`src/rtl/stk_guard_pkg.sv`:
```
// Package: shared types and constants for the stack bounds guard.
// Assumes: addresses are unsigned and a whole number of bytes wide.
package stk_guard_pkg;

    // Cause of a stack fault, one flag per crossed bound.
    typedef struct packed {
        logic under;
        logic over;
    } stk_fault_t;

    localparam int unsigned LANE_W = 8;

    localparam stk_fault_t FAULT_NONE = '{under: 1'b0, over: 1'b0};

endpackage

```
`src/rtl/stk_lim_reg.sv`:
```
// Module: limit register with byte-lane writes and an arm flag.
// Does: stores the software limit per byte lane; arms on a full-word write.
// Assumes: AW is a multiple of 8; the limit contents are left undefined by reset.
module stk_lim_reg
    import stk_guard_pkg::*;
#(
    parameter int unsigned AW = 16,
    localparam int unsigned NL = AW / LANE_W
) (
    input  logic          clk,
    input  logic          rst_n,
    input  logic          wr_i,
    input  logic [NL-1:0] be_i,
    input  logic [AW-1:0] wdata_i,
    output logic [AW-1:0] lim_o,
    output logic          armed_o
);

    logic [AW-1:0] lim_q;
    logic          armed_q;
    logic          word_wr;

    // A write counts as a word write only when every lane is enabled.
    assign word_wr = wr_i && (&be_i);

    // Lane-wise limit update; deliberately not reset.
    always_ff @(posedge clk) begin
        if (wr_i) begin
            for (int l = 0; l < int'(NL); l++) begin
                if (be_i[l]) begin
                    lim_q[l*LANE_W +: LANE_W] <= wdata_i[l*LANE_W +: LANE_W];
                end
            end
        end
    end

    // Arm flag: cleared by reset, set by the first full-word write.
    always_ff @(posedge clk) begin
        if (!rst_n) begin
            armed_q <= 1'b0;
        end else if (word_wr) begin
            armed_q <= 1'b1;
        end
    end

    assign lim_o   = lim_q;
    assign armed_o = armed_q;

endmodule

```
`src/rtl/stk_cmp.sv`:
```
// Module: bounds comparator for stack-pointer effective addresses.
// Does: flags underflow against a fixed base and overflow against the limit.
// Assumes: unsigned compare; overflow counted only while armed.
module stk_cmp
    import stk_guard_pkg::*;
#(
    parameter int unsigned   AW   = 16,
    parameter logic [AW-1:0] BASE = 16'h0800
) (
    input  logic          vld_i,
    input  logic [AW-1:0] ea_i,
    input  logic [AW-1:0] lim_i,
    input  logic          armed_i,
    output stk_fault_t    fault_o
);

    // Combinational bounds tests, qualified by the access flag.
    always_comb begin
        fault_o       = FAULT_NONE;
        fault_o.under = vld_i && (ea_i < BASE);
        fault_o.over  = vld_i && armed_i && (ea_i > lim_i);
    end

endmodule

```
`src/rtl/stk_trap.sv`:
```
// Module: sticky trap request holder.
// Does: accumulates fault causes until cleared and reports the trap level.
// Assumes: a fault in the clearing cycle survives the clear.
module stk_trap
    import stk_guard_pkg::*;
#(
    parameter int unsigned        LW  = 4,
    parameter logic [LW-1:0]      LVL = 4'd12
) (
    input  logic          clk,
    input  logic          rst_n,
    input  stk_fault_t    fault_i,
    input  logic          clr_i,
    output logic          under_o,
    output logic          over_o,
    output logic          trap_o,
    output logic [LW-1:0] lvl_o
);

    stk_fault_t cause_q;

    // Sticky cause flags: clear first, then OR in the new fault.
    always_ff @(posedge clk) begin
        if (!rst_n) begin
            cause_q <= FAULT_NONE;
        end else begin
            cause_q.under <= (cause_q.under && !clr_i) || fault_i.under;
            cause_q.over  <= (cause_q.over  && !clr_i) || fault_i.over;
        end
    end

    assign under_o = cause_q.under;
    assign over_o  = cause_q.over;
    assign trap_o  = cause_q.under || cause_q.over;
    assign lvl_o   = trap_o ? LVL : '0;

endmodule

```
`src/rtl/stk_guard.sv`:
```
// Module: stack pointer bounds guard (top).
// Does: checks stack-pointer effective addresses against the reset base and a
// programmable limit, and raises a sticky soft-trap request.
// Assumes: one address per cycle; the limit write and the check share a clock.
module stk_guard
    import stk_guard_pkg::*;
#(
    parameter int unsigned   AW   = 16,
    parameter logic [AW-1:0] BASE = 16'h0800,
    parameter int unsigned   LW   = 4,
    parameter logic [LW-1:0] LVL  = 4'd12,
    localparam int unsigned  NL   = AW / LANE_W
) (
    input  logic          clk,
    input  logic          rst_n,
    input  logic [AW-1:0] ea_i,
    input  logic          ea_vld_i,
    input  logic          lim_wr_i,
    input  logic [NL-1:0] lim_be_i,
    input  logic [AW-1:0] lim_wdata_i,
    output logic [AW-1:0] lim_rdata_o,
    input  logic          trap_clr_i,
    output logic          trap_o,
    output logic          under_o,
    output logic          over_o,
    output logic [LW-1:0] trap_lvl_o
);

    logic [AW-1:0] lim_q;
    logic          lim_armed;
    stk_fault_t    fault;

    stk_lim_reg #(.AW(AW)) u_lim (
        .clk     (clk),
        .rst_n   (rst_n),
        .wr_i    (lim_wr_i),
        .be_i    (lim_be_i),
        .wdata_i (lim_wdata_i),
        .lim_o   (lim_q),
        .armed_o (lim_armed)
    );

    stk_cmp #(.AW(AW), .BASE(BASE)) u_cmp (
        .vld_i   (ea_vld_i),
        .ea_i    (ea_i),
        .lim_i   (lim_q),
        .armed_i (lim_armed),
        .fault_o (fault)
    );

    stk_trap #(.LW(LW), .LVL(LVL)) u_trap (
        .clk     (clk),
        .rst_n   (rst_n),
        .fault_i (fault),
        .clr_i   (trap_clr_i),
        .under_o (under_o),
        .over_o  (over_o),
        .trap_o  (trap_o),
        .lvl_o   (trap_lvl_o)
    );

    assign lim_rdata_o = lim_q;

endmodule

```
`config.mk`:
```
export PLATFORM = sky130hd
export DESIGN_NAME = stk_guard
export DESIGN_NICKNAME = d
export VERILOG_FILES = /design/src/rtl/stk_guard_pkg.sv /design/src/rtl/stk_lim_reg.sv /design/src/rtl/stk_cmp.sv /design/src/rtl/stk_trap.sv /design/src/rtl/stk_guard.sv
export SDC_FILE = /design/constraint.sdc
export NUM_CORES = 1
export LEC_CHECK = 0
export ABC_AREA = 1
export BUFFER_PORTS_ARGS = -buffer_cell sky130_fd_sc_hd__buf_2
export CAP_MARGIN = 20
export CELL_PAD_IN_SITES_DETAIL_PLACEMENT = 0
export CELL_PAD_IN_SITES_GLOBAL_PLACEMENT = 1
export CORE_MARGIN = 2
export CORE_UTILIZATION = 33
export DETAILED_ROUTE_END_ITERATION = 7
export PLACE_DENSITY = 0.84
export SLEW_MARGIN = 20
export SYNTH_ARGS = -nofsm -noshare
export SYNTH_HDL_FRONTEND = slang
export SYNTH_SLANG_ARGS = --single-unit
export TNS_END_PERCENT = 10
```
`constraint.sdc`:
```
create_clock -name clk -period 3.16 [get_ports clk]
set_input_delay 0.158 -clock clk [delete_from_list [all_inputs] [get_ports clk]]
set_output_delay 0.158 -clock clk [all_outputs]
set_load 0.1 [all_outputs]
```
==> metrics.md <==
| Metric | Value |
|---|---|
| Status | `completed` |
| CTS buffer count | `3` |
| Max Cap Viol | `0` |
| Average cell area after synthesis | `9.51 µm²` |
| Worst hold path type | `in2reg` |
| Site row count | `20` |
| Most frequent CP cell | `nand2_1` |
| Most common cell after layout, fill and taps aside | `buf_2` |
| IO buf count | `59` |
| Setup Crit Path Kind | `reg2reg` |
| Die height | `61.6 µm` |
| GRT Residual Overflow | `0` |
| Flop2flop setup slack | `1.76 ns` |
| Yosys top cell area share | `43.9%` |
| WHS | `0.0238 ns` |
| FF+latch count, synth | `19` |
| Via density per instance | `4.15` |
| Library cells used by synthesis | `20` |
| Initial drt markers | `18` |
| Vias | `917` |
| Clock sinks | `19` |
| Max VDD drop | `288 µV` |
| WP data required | `3.36 ns` |
| Cells along the critical path | `inv_1, ha_1, a21oi_1, nor2_1, nor2_1, nand2_1, nand2_1, nand2_1, nand2_1, a21oi_2` |
| Mapped Cells | `115` |
| RSZ-0062 raised after global routing | `false` |
| First-pass GRT wire length | `3.31 mm` |
| 1st-pass router iterations | `4` |
| Detail Route Antenna Nets | `0` |
| Clk_lat worst skew | `0.30 ns` |
| Clk slew on worst S/H paths | `0.10 ns` |
| Area delta synth->final | `34.0%` |
| Share of cells above drive strength 1 | `39.0%` |
| Initial Utilization | `35.2%` |
| Most frequent cells in the layout | `59 x buf_2, 26 x nand2_1, 23 x inv_1, 16 x ha_1, 16 x edfxtp_1` |
| Synth top area cells | `edfxtp_1 44%, ha_1 18%, nand2_1 8.9%` |
| Core ar. | `3100 µm²` |
| IO Pins | `62` |
| Vias in the first global route | `845` |
| Worst setup EP type | `register` |
| Clock skew | `0.00238 ns` |
| DRC viols | `0` |
| H-tree Lvls | `1` |
| Die width | `61.6 µm` |
| Crit-path max cell delay | `0.39 ns` |
| Synth Cell Area | `1090 µm²` |
| Pwr dens | `436 nW/µm²` |
| TNS Setup | `0 ns` |
| CTS max path bufs | `2` |
| Crit path max-delay cell type | `edfxtp_1` |
| Final period util | `44.2%` |
| Max frequency | `0.716 GHz` |
| CTS tree | `done` |
| WL/cell | `9.88 µm` |
| Final setup vio count | `0` |
| CP Launch Type | `register` |
| # resized after CTS | `0` |
| Initial antenna violation count | `0` |
| Largest net degree at the start of global routing | `12` |
| WL final | `2.18 mm` |
| Total Nets Final | `233` |
| Cell accounting for the most synthesized area | `edfxtp_1` |
| Die Area | `3790 µm²` |
| Final Hold Fails | `0` |
| Tmin final | `1.40 ns` |
| Antenna cells | `0` |
| Total power | `0.000639 W` |
| Total GRT Usage | `12.4%` |
| Final Wtd Congestion | `0.692` |
| Clock tree root driver cell | `clkbuf_4` |
| YS warnings | `0` |
| Arr. time, crit path | `1.60 ns` |
| Count of pins over their slew limit | `0` |
| Worst setup margin | `1.76 ns` |
| Static Leakage | `0.798 nW` |
| Setup WS pre-CTS | `1.80 ns` |
| Sequential fraction of the synthesis area | `49.4%` |
| Detailed Place HPWL | `1.95 mm` |
| CP max FO | `2` |
-- final timing paths --
kind                  start             end  depth (start not counted)
max          u_lim.lim_o[5]   u_trap.over_o                         10
min          lim_wdata_i[2]  u_lim.lim_o[2]                          1
max reg2reg  u_lim.lim_o[5]   u_trap.over_o                         10
min reg2reg   u_lim.armed_o   u_lim.armed_o                          2
-- registers in the layout, summed over array words and instances (netlist names) --
signal / count
u_lim.lim_o: 16
u_lim.armed_o: 1
u_trap.over_o: 1
u_trap.under_o: 1
-- per-stage QoR --
stage / util, % / instances / cell area (µm²)
final: 47.2 / 221 / 1470
after global routing: 47.2 / 221 / 1470
after CTS: 46.6 / 219 / 1450
after detailed placement: 45.7 / 215 / 1420
after global placement: 45.7 / 215 / 1420
after floorplan: - / 116 / 1100
-- critical path, delay by kind of cell (launching register included) --
kind / cells / cell delay [ns]
adders and majority gates: 1 / 0.23
and+or+nand+nor: 6 / 0.41
buffers and inverters: 1 / 0.06
AOI/OAI and AO/OA: 2 / 0.19
DFF: 1 / 0.39
-- repair_timing --
item,CTS,global route
setup buffers,0,0
endpoints found under the hold margin,0,2
hold buffers,0,2
-- cells by family after synthesis --
| kind of cell | Yosys count | share of synthesized area, % |
|---|---|---|
| other | 1 | 0.343 |
| buffers and inverters | 30 | 11.7 |
| and+or+nand+nor | 38 | 14.6 |
| AOI/OAI and AO/OA | 11 | 5.61 |
| adders and majority gates | 16 | 18.3 |
| DFF | 19 | 49.4 |
-- where the power goes --
part / switching, W / internal [W]
sequential: 0.00000647 / 0.000288
clock: 0.0000737 / 0.0000472
combinational: 0.000170 / 0.0000532
-- cell usage after synthesis (all sizes together) --
cell type   n
dfxtp       3
nor4        1
buf         4
nand2      26
nand4       1
ha         16
inv        25
conb        1
a21oi       9
nand3       1
a21o        1
o21ai       1
nand3b      1
nor2        7
clkinv      1
edfxtp     16
or2         1
-- routing by layer --
metal	vias to the layer above	global-route usage [%]	part of all wire (%)
met5	-	0	0
met2	46	22.7	49
met4	0	3.65	1.1
li1	489	-	-
met3	4	6.51	12
met1	378	12.1	38
-- area by class of cell --
cell class,instances,area [µm²]
fill,317,1640
sequential,19,541
multi-input combinational,67,429
timing repair buffer,61,315
inverter,26,97.6
tap,44,55.1
clock buffer,3,22.5
clock inverter,1,5.00
Note: power is estimated with default switching activity, not from simulation.
